File: src/rtl/ftx_pkg.sv
package ftx_pkg;
  typedef enum logic [1:0] {
    M_FLAG = 2'd0,
    M_DATA = 2'd1,
    M_FCS  = 2'd2
  } ftx_mode_e;

  localparam int EV_CRC = 0;
  localparam int EV_FLAG = 1;
  localparam int EV_CTS = 2;
  localparam int EV_N = 3;
endpackage

File: src/rtl/ftx_crc.sv
module ftx_crc #(
  parameter int W = 16,
  parameter logic [W-1:0] POLY = 16'h8408
) (
  input  logic [W-1:0] crc_i,
  input  logic         bit_i,
  output logic [W-1:0] crc_o
);
  logic fb;
  assign fb    = crc_i[0] ^ bit_i;
  assign crc_o = (crc_i >> 1) ^ (fb ? POLY : '0);
endmodule

File: src/rtl/ftx_txbuf.sv
module ftx_txbuf #(
  parameter int DATA_W = 8
) (
  input  logic              clk,
  input  logic              rst_n,
  input  logic              clr,
  input  logic              wr,
  input  logic [DATA_W-1:0] wdata,
  input  logic              take,
  output logic              full,
  output logic [DATA_W-1:0] q,
  output logic              reject
);
  logic full_q;
  logic [DATA_W-1:0] data_q;

  assign reject = wr && full_q && !clr;
  assign full   = full_q;
  assign q      = data_q;

  always_ff @(posedge clk or negedge rst_n) begin
    if (!rst_n) begin
      full_q <= 1'b0;
      data_q <= '0;
    end else if (clr) begin
      full_q <= 1'b0;
    end else if (take) begin
      full_q <= 1'b0;
    end else if (wr && !full_q) begin
      full_q <= 1'b1;
      data_q <= wdata;
    end
  end
endmodule

File: src/rtl/ftx_status.sv
module ftx_status
  import ftx_pkg::*;
(
  input  logic            clk,
  input  logic            rst_n,
  input  logic            clr,
  input  logic            ack,
  input  logic            ie,
  input  logic            cts,
  input  logic            crc_set,
  input  logic            flag_set,
  input  logic            ovr_set,
  output logic [EV_N-1:0] ev,
  output logic            overrun,
  output logic            irq
);
  logic cts_q, cts_vld;
  logic ovr_q;
  logic [EV_N-1:0] ev_q, set_v;

  always_comb begin
    set_v         = '0;
    set_v[EV_CRC]  = crc_set;
    set_v[EV_FLAG] = flag_set;
    set_v[EV_CTS]  = cts_vld && (cts != cts_q);
  end

  always_ff @(posedge clk or negedge rst_n) begin
    if (!rst_n) begin
      cts_q   <= 1'b0;
      cts_vld <= 1'b0;
      ev_q    <= '0;
      ovr_q   <= 1'b0;
    end else begin
      cts_q   <= cts;
      cts_vld <= 1'b1;
      if (clr) begin
        ev_q  <= '0;
        ovr_q <= 1'b0;
      end else begin
        for (int i = 0; i < EV_N; i++)
          ev_q[i] <= (ev_q[i] && !ack) || set_v[i];
        ovr_q <= (ovr_q && !ack) || ovr_set;
      end
    end
  end

  assign ev      = ev_q;
  assign overrun = ovr_q;
  assign irq     = ie && (|ev_q);
endmodule

File: src/rtl/ftx_sdlc_tx.sv
module ftx_sdlc_tx
  import ftx_pkg::*;
#(
  parameter int DATA_W = 8,
  parameter int MIN_BITS = 5,
  parameter int LEN_W = 2,
  parameter int CRC_W = 16,
  parameter logic [CRC_W-1:0] CRC_POLY = 16'h8408,
  parameter logic [CRC_W-1:0] CRC_INIT = 16'hFFFF,
  parameter int FLAG_W = 8,
  parameter logic [FLAG_W-1:0] FLAG_PAT = 8'h7E,
  parameter int RUN_MAX = 5
) (
  input  logic              clk,
  input  logic              rst_n,
  input  logic              chan_reset,
  input  logic              bit_en,
  input  logic [LEN_W-1:0]  char_len,
  input  logic              auto_en,
  input  logic              cts,
  input  logic              stat_ie,
  input  logic              stat_ack,
  input  logic              buf_wr,
  input  logic [DATA_W-1:0] buf_data,
  output logic              buf_empty,
  output logic              overrun,
  output logic              txd,
  output logic              ev_crc,
  output logic              ev_flag,
  output logic              ev_cts,
  output logic              stat_irq
);
  localparam int CNT_W = $clog2(CRC_W);
  localparam int RUN_W = $clog2(RUN_MAX + 2);
  localparam logic [CNT_W-1:0] FLAG_CNT = CNT_W'(FLAG_W - 1);
  localparam logic [CNT_W-1:0] FCS_CNT  = CNT_W'(CRC_W - 1);
  localparam logic [CRC_W-1:0] FLAG_WORD = {{(CRC_W-FLAG_W){1'b0}}, FLAG_PAT};

  ftx_mode_e        mode_q;
  logic [CRC_W-1:0] sh_q, crc_q, crc_nxt, load_word;
  logic [CNT_W-1:0] cnt_q, load_cnt;
  logic [RUN_W-1:0] run_q;
  logic             txd_q;
  logic             buf_full, buf_reject, take;
  logic [DATA_W-1:0] buf_q;
  logic             stuff_now, cur_bit, at_end, start_ok;
  logic             crc_evt, flag_evt;
  logic [EV_N-1:0]  ev;

  assign stuff_now = (run_q == RUN_W'(RUN_MAX));
  assign cur_bit   = sh_q[0];
  assign at_end    = bit_en && !stuff_now && (cnt_q == '0) && !chan_reset;
  assign start_ok  = !auto_en || cts;
  assign take      = at_end && buf_full &&
                     ((mode_q == M_DATA) || ((mode_q == M_FLAG) && start_ok));
  assign crc_evt   = at_end && (mode_q == M_DATA) && !buf_full;
  assign flag_evt  = at_end && (mode_q == M_FCS);
  assign load_word = {{(CRC_W-DATA_W){1'b0}}, buf_q};
  assign load_cnt  = CNT_W'(char_len) + CNT_W'(MIN_BITS - 1);

  ftx_txbuf #(.DATA_W(DATA_W)) u_buf (
    .clk(clk), .rst_n(rst_n), .clr(chan_reset), .wr(buf_wr), .wdata(buf_data),
    .take(take), .full(buf_full), .q(buf_q), .reject(buf_reject)
  );

  ftx_crc #(.W(CRC_W), .POLY(CRC_POLY)) u_crc (
    .crc_i(crc_q), .bit_i(cur_bit), .crc_o(crc_nxt)
  );

  ftx_status u_stat (
    .clk(clk), .rst_n(rst_n), .clr(chan_reset), .ack(stat_ack), .ie(stat_ie),
    .cts(cts), .crc_set(crc_evt), .flag_set(flag_evt), .ovr_set(buf_reject),
    .ev(ev), .overrun(overrun), .irq(stat_irq)
  );

  always_ff @(posedge clk or negedge rst_n) begin
    if (!rst_n) begin
      mode_q <= M_FLAG;
      sh_q   <= FLAG_WORD;
      cnt_q  <= FLAG_CNT;
      run_q  <= '0;
      crc_q  <= CRC_INIT;
      txd_q  <= 1'b1;
    end else if (chan_reset) begin
      mode_q <= M_FLAG;
      sh_q   <= FLAG_WORD;
      cnt_q  <= FLAG_CNT;
      run_q  <= '0;
      crc_q  <= CRC_INIT;
      txd_q  <= 1'b1;
    end else if (bit_en) begin
      if (stuff_now) begin
        txd_q <= 1'b0;
        run_q <= '0;
      end else begin
        txd_q <= cur_bit;
        sh_q  <= sh_q >> 1;
        cnt_q <= cnt_q - CNT_W'(1);
        if (mode_q == M_FLAG)  run_q <= '0;
        else if (cur_bit)      run_q <= run_q + RUN_W'(1);
        else                   run_q <= '0;
        if (mode_q == M_DATA) crc_q <= crc_nxt;
        if (cnt_q == '0) begin
          case (mode_q)
            M_FLAG: begin
              if (take) begin
                sh_q   <= load_word;
                cnt_q  <= load_cnt;
                mode_q <= M_DATA;
                crc_q  <= CRC_INIT;
              end else begin
                sh_q  <= FLAG_WORD;
                cnt_q <= FLAG_CNT;
              end
            end
            M_DATA: begin
              if (take) begin
                sh_q  <= load_word;
                cnt_q <= load_cnt;
              end else begin
                sh_q   <= ~crc_nxt;
                cnt_q  <= FCS_CNT;
                mode_q <= M_FCS;
              end
            end
            default: begin
              sh_q   <= FLAG_WORD;
              cnt_q  <= FLAG_CNT;
              mode_q <= M_FLAG;
            end
          endcase
        end
      end
    end
  end

  assign txd       = txd_q;
  assign buf_empty = !buf_full;
  assign ev_crc    = ev[EV_CRC];
  assign ev_flag   = ev[EV_FLAG];
  assign ev_cts    = ev[EV_CTS];
endmodule

File: config.mk
export PLATFORM = sky130hd
export DESIGN_NAME = ftx_sdlc_tx
export DESIGN_NICKNAME = d
export VERILOG_FILES = /design/src/rtl/ftx_pkg.sv /design/src/rtl/ftx_crc.sv /design/src/rtl/ftx_txbuf.sv /design/src/rtl/ftx_status.sv /design/src/rtl/ftx_sdlc_tx.sv
export SDC_FILE = /design/constraint.sdc
export NUM_CORES = 1
export LEC_CHECK = 0
export BUFFER_PORTS_ARGS = -buffer_cell sky130_fd_sc_hd__buf_2
export CORE_MARGIN = 8
export CORE_UTILIZATION = 50
export DETAILED_ROUTE_END_ITERATION = 12
export PLACE_DENSITY = 0.69
export SKIP_CTS_REPAIR_TIMING = 1
export SYNTH_ARGS = -nofsm -noshare
export SYNTH_HDL_FRONTEND = slang
export SYNTH_SLANG_ARGS = --single-unit
File: constraint.sdc
create_clock -name clk -period 2 [get_ports clk]
set_input_delay 0.2 -clock clk [delete_from_list [all_inputs] [get_ports clk]]
set_output_delay 0.2 -clock clk [all_outputs]
set_load 0.02 [all_outputs]
; After elaboration in Yosys (flattened, before gate mapping)
; Cells that the tools add are included.
[totals]
ff_bits = 57
output_inout_bits = 7
[op_classes]
n_addsub = 3
n_eq_ne = 7
muxes = 42
n_bitwise = 5
reduce_logical = 38
[ops]
columns = operator, n
row1 = 16-bit 2-to-1 mux, 13
row2 = 16-bit case mux with 2 select lines, 1
row3 = 4-bit 2-to-1 mux, 6
row4 = 1-bit logical AND, 18
row5 = 3-bit 2-to-1 mux, 6
row6 = 16-bit NOT, 1
row7 = 15-bit by 16-bit XOR with 16-bit output, 1
row8 = 2-bit 2-to-1 mux, 6
row9 = 8-bit 2-to-1 mux, 1
row10 = 4-bit case mux with 2 select lines, 1
row11 = 1-bit 2-to-1 mux, 7
row12 = 1-bit logical OR, 6
row13 = 3-bit != test (second input constant), 2
row14 = 1-bit logical NOT, 5
row15 = 5-bit AND reduction, 1
row16 = 2-bit by 3-bit adder with 4-bit output (second input constant), 1
row17 = 4-bit logical NOT, 1
row18 = 2-bit case mux with 2 select lines, 1
row19 = 2-bit nonzero test, 2
row20 = 4-bit by 1-bit subtractor with 4-bit output (second input constant), 1
row21 = 3-bit by 1-bit adder with 3-bit output (second input constant), 1
row22 = 3-bit == test (second input constant), 1
row23 = 3-bit AND reduction, 1
row24 = 3-bit nonzero test, 1
row25 = 9 further kinds, 10

; Depth between registers and ports, before layout
; Gate-level depths: netlist of the first run.
[logic_depth]
depth_word = 13
mapped_depth = 9

; Cells and area by module
; From an unflattened synthesis of the first run, not the netlist that was laid out.
[hier_totals]
hier_cells = 299
area_unflattened_um2 = 2976.6
[modules_own_cells]
columns = module, instances, cells_per_inst, area_each_um2, seq_area_each_um2
row1 = ftx_sdlc_tx, 1, 239, 2217.1, 1083.5
row2 = ftx_txbuf, 1, 22, 355.3, 225.2
row3 = ftx_status, 1, 21, 242.7, 150.1
row4 = ftx_crc, 1, 17, 161.4, 0.0

; Worst setup path before layout of the first run
; OpenSTA, ideal clock, no wires.
[synth_timing]
path_kind = register to register
from = reg cnt_q[0]
to = reg sh_q[11]
arrival_time_ns = 1.637
required_time_ns = 1.879
slack_ns = 0.242
path_stages_with_launch = 8
period_less_slack_ns = 1.758
cell_sequence = dfstp_2 inv_1 ha_1 or3b_1 buf_2 clkbuf_1 o21ai_0 a22o_1
[synth_via]
elab_chain_cells = 11
[synth_lines]
columns = element, line
row1 = from (decl), ftx_sdlc_tx.sv:41  ; logic [CNT_W-1:0] cnt_q, load_cnt;
row2 = from (signal assigned), ftx_sdlc_tx.sv:98  ; cnt_q <= cnt_q - CNT_W'(1);
row3 = from (signal assigned), ftx_sdlc_tx.sv:108  ; cnt_q <= load_cnt;
row4 = from (signal assigned), ftx_sdlc_tx.sv:119  ; cnt_q <= load_cnt;
row5 = 4-bit logical NOT *, "ftx_sdlc_tx.sv:52, ftx_sdlc_tx.sv:103"
row6 = 1-bit logical AND (2 in a row), ftx_sdlc_tx.sv:52  ; assign at_end = bit_en && !stuff_now && (cnt_q == '0) && !chan_reset;
row7 = 1-bit logical AND (2 in a row), ftx_sdlc_tx.sv:54  ; assign take = at_end && buf_full &&
row8 = 16-bit 2-to-1 mux, ftx_sdlc_tx.sv:117  ; if (take) begin
row9 = 16-bit case mux with 2 select lines, ftx_sdlc_tx.sv:104  ; case (mode_q)
row10 = 16-bit 2-to-1 mux *, ftx_sdlc_tx.sv:103  ; if (cnt_q == '0) begin
row11 = 16-bit 2-to-1 mux *, ftx_sdlc_tx.sv:92  ; if (stuff_now) begin
row12 = 16-bit 2-to-1 mux *, ftx_sdlc_tx.sv:91  ; end else if (bit_en) begin
row13 = 16-bit 2-to-1 mux *, ftx_sdlc_tx.sv:84  ; end else if (chan_reset) begin
row14 = to (signal assigned), ftx_sdlc_tx.sv:97  ; sh_q <= sh_q >> 1;
row15 = to (signal assigned), ftx_sdlc_tx.sv:107  ; sh_q <= load_word;
row16 = to (signal assigned), ftx_sdlc_tx.sv:118  ; sh_q <= load_word;
row17 = to (decl), ftx_sdlc_tx.sv:40  ; logic [CRC_W-1:0] sh_q, crc_q, crc_nxt, load_word;
; Mark *: on every way between the ends. The rest lies on a longest branch, timed or not. The select of a mux whose other input is x is not followed.
; A chain may end at the register's enable or synchronous reset.

; Worst setup path in the final report of the first run
[layout_timing]
from = reg cnt_q[0]
to = reg cnt_q[1]
[layout_via]
elab_chain_cells = 11
word_cells_on_any_way = 13
classes_between = 1 x add/sub / 7 x mux / 5 x reduce/logical
[layout_lines]
columns = element, line
row1 = 4-bit logical NOT, "ftx_sdlc_tx.sv:52, ftx_sdlc_tx.sv:103"
row2 = 1-bit logical AND (2 in a row), ftx_sdlc_tx.sv:52
row3 = 1-bit logical AND (2 in a row), ftx_sdlc_tx.sv:54
row4 = "4-bit 2-to-1 mux, on equally long branches", "ftx_sdlc_tx.sv:117, ftx_sdlc_tx.sv:106"
row5 = 4-bit case mux with 2 select lines, ftx_sdlc_tx.sv:104
row6 = 4-bit 2-to-1 mux *, ftx_sdlc_tx.sv:103
row7 = 4-bit 2-to-1 mux *, ftx_sdlc_tx.sv:92
row8 = 4-bit 2-to-1 mux *, ftx_sdlc_tx.sv:91
row9 = 4-bit 2-to-1 mux *, ftx_sdlc_tx.sv:84
; Marks and branches as above.

==> metrics, run 1 <==
internal power=0.00202 W; clk buf depth=2; Clk network pwr share=43.4%; fmax=554 MHz; sequential share of the synthesized area=50.8%; switching component of the power=0.000617 W; IO Port Bufs=25; RR Startpoint=cnt_q[0]; Power, Total=0.00264 W; largest net degree at the start of global routing=33; Initial Utilization=51.8%; H-tree depth=3; ant diodes=0; Layout area overhead=17.6%; WS Path Type=register to register; clk_lat worst skew=0.33 ns; Die ar.=8420 sq um; Mapped Nets=299; total CTS buffers=9; first drt pass iteration count=4; min-delay src=cts; final hold vios=0; max-cap check violation count=0; Rows=27; CP Data Arrival Time=2.07 ns; CTS sink cnt=57; vias in the first global route=2249; Lkg Pwr=1.49 nW; switching share of power=23.4%; pwr dens=781 nW/um^2; headroom to the max-slew limit=59.8%; DR iter-0 viols=118; CTS tree=done; total I/O pin count=26; sequential share of power=47.4%; final antenna-violating net count=0; CP max FO=8; post-place setup slack=0.0809 ns; slew at the pin closest to its max-slew limit=0.602 ns; share of total power in combinational logic=9.1%; DR vias/cell=5.68; Final setup viols=0; Async SR Flop Fraction=100%; Setup crit start kind=register; y dimension of the die=91.8 um; Layout Skew=0.00946 ns; final period utilization=90.3%; layout cell share with drive strength beyond 1=32.5%; Worst Hold Path Cells=1; Final nets=335; Die Width=91.8 um; Mapped Area=2870 sq um; via count=2210; initial antenna violation count=0; fin util=61.0%; flops & latches, synth=57; DRT Wirelength=6.28 mm; cells after synthesis=276; Ys Warns=0; setup TNS=0 ns; core area=5540 sq um; final slew viol count=0; Synth Area per Inst=10.4 sq um; WHS=0.0197 ns; Peak VDD IR=419 uV; DRC Markers=0; fin crit period=1.81 ns; clock slew at reported path FFs=0.06 ns; global-route wire length before repair=10.8 mm; worst reg2reg path endpoint=cnt_q[1]; worst hold path type=input pin to register; Yosys cell types=55; RD Place Congestion=0.889; GRT Total Usage=16.1%; Register-to-Register Path Depth=7; Setup crit end kind=register; Hold Path End=u_stat.cts_q; Root Driver=clkbuf_8; fin worst setup slack=0.193 ns; gr ovfl total=0; drt wl/cell=16.1 um; status=complete, no violations; Main synth FF type=dfrtp_1; Worst Path Required=2.26 ns; Post-synth EDFFs=0; dpl hpwl=4.46 mm; setup slack, reg-to-reg=0.19 ns; RSZ-0062 raised after global routing=false
layer usage:
metal  wire, um  global-route usage, %  vias up  share of wire, %
met5          0                      0        -                 0
met4        173                   8.99        0               2.8
met3        328                   4.56       16               5.2
met2       2980                   25.0       57                47
met1       2810                   19.7     1066                45
li1           -                      -     1071                 -
cells by family (layout without fill, tap and decap cells):
| group | count (synthesis) | in the layout | share of synthesized area, % |
|---|---|---|---|
| other cells | 1 | 1 | 0.131 |
| flops | 57 | 57 | 50.8 |
| fa+ha+maj | 4 | 4 | 1.74 |
| simple gates | 104 | 104 | 19.1 |
| xor+xnor | 4 | 4 | 1.22 |
| buf+inv | 23 | 64 | 3.88 |
| mux | 11 | 11 | 4.23 |
| compound gates | 72 | 72 | 18.9 |
power groups by stage:
stage / Combinational, W / Sequential (W) / Clock [W]
5_1_grt: 0.000269 / 0.00126 / 0.00123
2_1_floorplan: 0.000144 / 0.00126 / 0
3_3_place_gp: 0.000234 / 0.00127 / 0
4_1_cts: 0.000238 / 0.00125 / 0.00118
6_report: 0.000241 / 0.00125 / 0.00115
3_5_place_dp: 0.000237 / 0.00127 / 0
synth_stat cells, types with 2 or more instances:
master,n,area share [%]
nand2_1,47,6.1
dfrtp_1,31,27
dfstp_2,26,24
nand3_1,19,3.3
a21oi_1,15,2.6
o21ai_0,12,2.1
mux2_2,9,3.5
a22o_1,8,2.4
buf_2,8,1.4
nor2_1,7,0.92
o211ai_1,7,1.8
nand4b_1,6,1.8
nor2b_1,6,1.3
a32oi_1,5,1.5
inv_1,5,0.65
nand2b_1,5,1.1
clkbuf_1,4,0.52
ha_1,4,1.7
a21o_1,3,0.78
a211oi_1,2,0.52
a2bb2oi_1,2,0.61
a311oi_1,2,0.61
a31oi_1,2,0.44
buf_1,2,0.26
buf_4,2,0.52
mux2i_1,2,0.70
nand3b_1,2,0.52
nand4_1,2,0.44
o21ai_1,2,0.35
or3b_1,2,0.61
xnor2_1,2,0.61
xor2_1,2,0.61
layout by cell type, fill, tap and decap left out, types with 5 or more instances in the layout:
master,instances
nand2_1,47
dfrtp_1,31
dfstp_2,26
buf_2,25
nand3_1,19
a21oi_1,15
buf_4,13
o21ai_0,12
mux2_2,9
clkbuf_8,9
a22o_1,8
nor2_1,7
o211ai_1,7
nor2b_1,6
nand4b_1,6
inv_1,5
nand2b_1,5
a32oi_1,5
layout make-up:
class	instances	area, sq um
inverter	6	22.5
sequential	57	1460
timing repair buffer	42	293
clock buffer	10	128
multi-input combinational	196	1300
clock inverter	6	82.6
fill	477	2160
tap	72	90.1
worst max-delay path by stage:
stage / cells past startpoint / slack [ns] / start / endpoint
finish: 7 / 0.19 / cnt_q[0] / cnt_q[1]
global route: 7 / 0.08 / cnt_q[0] / sh_q[4]
CTS: 6 / 0.06 / cnt_q[0] / crc_q[10]
detailed placement: 6 / 0.08 / cnt_q[0] / crc_q[10]
global placement: 6 / 0.12 / cnt_q[0] / crc_q[3]
floorplan: 7 / 0.24 / cnt_q[0] / sh_q[11]
per-stage QoR:
step	cell area [sq um]	std cells
after global routing	3380	389
after detailed placement	3140	371
after global placement	3140	371
after CTS	3350	387
final	3380	389
after floorplan	2870	276
sequential cells by signal (all words and copies together) (netlist names), 2 cells and up:
name	cells
u_stat.ev	3
cnt_q	4
crc_q	16
sh_q	16
run_q	3
mode_q	2
u_buf.q	8
worst max-delay path, cell delays in order, from the launching register on:
cell and delay [ns]:
dfstp_2 0.56, inv_1 0.07, ha_1 0.22, or3b_4 0.30, buf_4 0.18, a21o_1 0.13, nand2_1 0.05, a22o_1 0.22
No activity file was read; power rests on OpenSTA's default activity.
==> run 2, diff against run 1 <==
--- a/config.mk
+++ b/config.mk
@@ -13,4 +13,5 @@
 export SKIP_CTS_REPAIR_TIMING = 1
 export SYNTH_ARGS = -nofsm -noshare
 export SYNTH_HDL_FRONTEND = slang
+export SYNTH_HIERARCHICAL = 1
 export SYNTH_SLANG_ARGS = --single-unit
==> run 2 against run 1 <==
Against the previous run: largest power group unchanged; non-clock buffer count stayed put; critical path type unchanged; critical path depth is 1 higher; combinational power is 2% higher; clock power is 11% lower; area after synthesis is 3.7% higher.
==> metrics, run 2 <==
CP max FO=8 (unchanged); Mapped Nets=322 (+7.7%); Setup crit start kind=register; max-cap check violation count=0 (unchanged); slew at the pin closest to its max-slew limit=0.614 ns (+0.0115 ns); clk buf depth=2 (unchanged); Worst Path Required=2.21 ns (-0.05 ns); total I/O pin count=26 (unchanged); Synth top area share=26.1% (-0.95 points); fin crit period=1.95 ns (+0.140 ns); GRT Total Usage=14.8% (-1.3 points); Setup crit end kind=register; gr ovfl total=0 (unchanged); flops & latches, synth=57 (unchanged); Layout Cells excl Fill=402 (+3.3%); met2 WL=2.87 mm (-3.6%); dpl hpwl=4.35 mm (-2.5%); clk_lat worst skew=0.33 ns (about the same); Main synth FF type=dfrtp_1; CP cell instances=inv_2 -> ha_4 -> nor3b_4 -> nand2_2 -> nor3_2 -> nor4b_4 -> buf_6 -> mux2_2; final antenna-violating net count=0 (unchanged); clock slew at reported path FFs=0.07 ns (about the same); sequential share of the synthesized area=49.0% (-1.8 points); y dimension of the die=93.2 um (+1.5%); RD Place Congestion=0.828 (-6.9%); Synth Area per Inst=9.96 sq um (-4.3%); Met3 Wirelength=318 um (-3.0%); Mapped Area=2980 sq um (+3.7%); Yosys cell types=52 (-5.5%); ant diodes=0 (unchanged); Synth area leader=dfrtp_1; final slew viol count=0 (unchanged); Rows=28 (+3.7%); WS Path Type=register to register; DR vias/cell=5.47 (-3.8%); first drt pass iteration count=4 (unchanged); CTS sink cnt=57 (unchanged); DP Area=3150 sq um (+0.52%); global-route wire length before repair=10.1 mm (-6.1%); layout cell share with drive strength beyond 1=31.8% (-0.69 points); Peak VDD IR=570 uV (+36%); H-tree depth=3 (unchanged); cell family with most CP delay=flip-flops; most frequent cells after synthesis=nand2_1 (58), dfrtp_1 (31), dfstp_2 (26); via count=2197 (-0.59%); commonest non-fill, non-tap cell in the layout=nand2_1; headroom to the max-slew limit=59.1% (-0.68 points); Async SR Flop Fraction=100% (unchanged); drt wl/cell=15.3 um (-5.2%); CP Data Arrival Time=2.15 ns (+0.08 ns); Fill cells=510 (+6.9%); Root Driver=clkbuf_8; Post-synth EDFFs=0 (unchanged); initial antenna violation count=0 (unchanged); CP peak stage delay=0.54 ns (-0.02 ns); largest net degree at the start of global routing=33 (unchanged); Layout Skew=0.0123 ns (+0.00282 ns); total CTS buffers=9 (unchanged); fmax=514 MHz (-7.2%); Die Width=93.2 um (+1.5%); leading cell types in the layout, fill and taps excluded=nand2_1 (57), dfrtp_1 (31), dfstp_2 (26); Power, Total=0.00251 W (-4.6%); final instance area=3370 sq um (-0.15%); most frequent cell after synthesis=nand2_1; status=complete, no violations; final hold vios=0 (unchanged); slowest CP cell=dfstp_2; Lkg Pwr=1.52 nW (+2.1%); Final setup viols=0 (unchanged); worst path bufs/invs=2 (unchanged); Highest Signal Layer=met4; worst hold path type=input pin to register; DR iter-0 viols=75 (-36%); DRT Wirelength=6.15 mm (-2.1%); Initial Utilization=50.9% (-0.95 points); Final nets=345 (+3.0%); core area=5850 sq um (+5.6%); Ys Warns=6 (+6); Layout area overhead=13.3%; final period utilization=97.3% (+7.0 points); pwr dens=746 nW/um^2 (-4.5%); CTS tree=done; cells after synthesis=299 (+8.3%); DRC Markers=0 (unchanged); WL met1=2.86 mm (+2.0%); Die ar.=8680 sq um (+3.0%); fin util=57.7% (-3.3 points); IO Port Bufs=25 (unchanged); DP Cell Count=385 (+3.8%); vias in the first global route=2076 (-7.7%); largest cells by area after synthesis=dfrtp_1 (26%), dfstp_2 (23%), nand2_1 (7.3%)
## run 2: area by class of cell
type | instances | area, sq um | share of cell area, %
Clock buffer | 15 | 186 | 5.53
Multi-Input combinational cell | 200 | 1310 | 38.8
Tap cell | 75 | 93.8 | 2.78
Clock inverter | 1 | 7.51 | 0.223
Timing Repair Buffer | 42 | 272 | 8.05
Sequential cell | 57 | 1460 | 43.2
Inverter | 12 | 45.0 | 1.34
## run 2: metal layers
layer	global-route usage, %	up-vias
li1	-	1073
met1	18.6	1073
met2	22.6	43
met3	4.97	8
met4	6.17	0
met5	0	-
## run 2: worst paths after layout
check / startpoint / endpoint / slack [ns] / depth (start not counted)
max: cnt_q[0] / u_buf/q[0] / 0.05 / 8
min: cts / u_stat/cts_q / 0.02 / 1
max reg2reg: cnt_q[0] / u_buf/q[0] / 0.05 / 8
min reg2reg: crc_q[1] / crc_q[1] / 0.49 / 2
max in group asynchronous: rst_n / crc_q[1] / 0.93 / 3
min in group asynchronous: rst_n / run_q[0] / 0.41 / 2
## run 2: cells by family after synthesis
family,count (synthesis),share of synthesized area [%]
simple gates,110,18.2
compound gates,71,17.2
flops,57,49.0
buf+inv,42,7.90
mux,10,3.70
fa+ha+maj,4,1.68
xor+xnor,4,2.19
other cells,1,0.126
## run 2: worst reg2reg max path: cells and delay by family, from the launching register on
kind	cells	cell delay (ns)
muxes	1	0.34
adders and majority gates	1	0.16
buffers and inverters	2	0.25
and+or+nand+nor	4	0.54
DFF	1	0.54
## run 2: metrics by stage
stage / setup WS, ns / hold WS, ns / setup TNS (ns)
finish: 0.0530 / 0.0193 / 0
detailed placement: 0.0121 / 0.242 / 0
floorplan: -0.0291 / -0.0956 / -0.203
CTS: 0.00717 / -0.120 / 0
global route: -0.00224 / 0.0169 / -0.00224
global placement: 0.0707 / 0.237 / 0
## run 2: power breakdown
part           switching [W]  internal (W)  leakage [nW]
combinational       0.000134      0.000111         0.745
sequential         0.0000322       0.00122         0.681
clock               0.000434      0.000587        0.0960
total               0.000600       0.00191          1.52
==> run 3, diff against run 2 <==
--- a/config.mk
+++ b/config.mk
@@ -7,9 +7,9 @@
 export LEC_CHECK = 0
 export BUFFER_PORTS_ARGS = -buffer_cell sky130_fd_sc_hd__buf_2
 export CORE_MARGIN = 8
-export CORE_UTILIZATION = 50
+export CORE_UTILIZATION = 59
 export DETAILED_ROUTE_END_ITERATION = 12
-export PLACE_DENSITY = 0.69
+export PLACE_DENSITY = 0.79
 export SKIP_CTS_REPAIR_TIMING = 1
 export SYNTH_ARGS = -nofsm -noshare
 export SYNTH_HDL_FRONTEND = slang
==> run 3 against run 2 <==
Against the previous run: final cell count is 1.2% lower; hold slack worse by 0.0079 ns; die area is 13% lower; sequential share of layout area is 0.21 points higher; sequential power hardly changed; clock skew is 0.0018 ns lower; largest power group unchanged.
==> metrics, run 3 (synthesized netlist as in run 2, its figures left out) <==
Power, Total=0.00245 W (-2.7%); clock slew at reported path FFs=0.06 ns (about the same); total CTS buffers=9 (unchanged); IO Port Bufs=25 (unchanged); clk_lat worst skew=0.34 ns (about the same); cell family with most CP delay=flip-flops; gr ovfl total=0 (unchanged); Initial Utilization=59.8% (+8.9 points); CP cell instances=inv_2 -> ha_4 -> nor3b_4 -> nand2_2 -> nor3_2 -> nor4b_4 -> buf_6 -> mux2_2; largest net degree at the start of global routing=35 (+6.1%); GRT Total Usage=17.7% (+2.9 points); clk buf depth=2 (unchanged); worst hold path type=input pin to register; Lkg Pwr=1.53 nW (+0.31%); Final setup viols=0 (unchanged); leading cell types in the layout, fill and taps excluded=nand2_1 (57), dfrtp_1 (31), dfstp_2 (26); H-tree depth=3 (unchanged); Layout Skew=0.0105 ns (-0.00181 ns); Setup crit start kind=register; vias in the first global route=2226 (+7.2%); max-cap check violation count=0 (unchanged); WHS=0.0114 ns (-0.00787 ns); slew at the pin closest to its max-slew limit=0.555 ns (-0.0592 ns); Final nets=345 (unchanged); final slew viol count=0 (unchanged); post-place setup slack=0.0253 ns (+0.0132 ns); CP max FO=8 (unchanged); drt wl/cell=15.2 um (-0.53%); first drt pass iteration count=4 (unchanged); Peak VDD IR=528 uV (-7.3%); DR iter-0 viols=182 (+140%); CTS sink cnt=57 (unchanged); global-route wire length before repair=10.4 mm (+2.7%); Fill cells=398 (-22%); layout cell share with drive strength beyond 1=31.5% (-0.31 points); y dimension of the die=87.0 um (-6.6%); fin worst setup slack=0.0880 ns (+0.0350 ns); Root Driver=clkbuf_8; DRC Markers=0 (unchanged); headroom to the max-slew limit=63.0% (+3.9 points); CP Data Arrival Time=2.13 ns (-0.02 ns); fin crit period=1.91 ns (-0.0350 ns); final hold vios=0 (unchanged); DR vias/cell=5.60 (+2.5%); final antenna-violating net count=0 (unchanged); Die Width=87.0 um (-6.6%); core area=4980 sq um (-15%); Worst Path Required=2.22 ns (about the same); Setup crit end kind=register; dpl hpwl=4.21 mm (-3.1%); RD Place Congestion=0.830 (+0.27%); via count=2224 (+1.2%); final period utilization=95.6% (-1.7 points); pwr dens=729 nW/um^2 (-2.3%); worst path bufs/invs=2 (unchanged); Layout area overhead=12.8%; Die ar.=7570 sq um (-13%); Rows=26 (-7.1%); ant diodes=0 (unchanged); CTS tree=done; fmax=523 MHz (+1.8%); status=complete, no violations; total I/O pin count=26 (unchanged); slowest CP cell=dfstp_2; CP peak stage delay=0.54 ns (about the same); DRT Wirelength=6.04 mm (-1.8%); commonest non-fill, non-tap cell in the layout=nand2_1; WS Path Type=register to register; initial antenna violation count=0 (unchanged)
## run 3: area by class of cell
cell class                 instances  area (sq um)  share of cell area [%]
tap                               70          87.6                    2.61
clock buffer                      13           159                    4.73
multi-input combinational        200          1310                    38.9
timing repair buffer              42           284                    8.46
sequential                        57          1460                    43.5
inverter                          12          45.0                    1.34
clock inverter                     3          15.0                   0.447
## run 3: stage by stage
stage	std cells	TNS (ns)	instance area, sq um	utilization (%)
after global placement	379	0	3150	63.3
after detailed placement	379	0	3150	63.3
after global routing	397	-0.000573	3360	67.4
final	397	0	3360	67.4
after floorplan	299	-0.203	2990	-
after CTS	395	0	3320	66.8
## run 3: per-layer routing
layer  vias up  wire length [um]  track usage (%)
li1       1072                 -                -
met1      1072              2650             21.9
met2        64              2880             27.6
met3        16               378             3.96
met4         0               139             10.6
met5         -                 0                0
## run 3: worst paths after layout
kind	from	slack, ns	endpoint	cells past startpoint
max	cnt_q[0]	0.09	u_buf/q[3]	8
min	cts	0.01	u_stat/cts_q	1
max reg2reg	cnt_q[0]	0.09	u_buf/q[3]	8
min reg2reg	crc_q[1]	0.49	crc_q[1]	2
max in group asynchronous	rst_n	0.97	crc_q[1]	3
min in group asynchronous	rst_n	0.38	run_q[2]	2
## run 3: where the power goes
group          switching, W  internal [W]  total (W)  leakage [nW]
Clock              0.000441      0.000511   0.000952        0.0932
Sequential        0.0000308       0.00122    0.00125         0.681
Combinational      0.000135      0.000111   0.000246         0.752
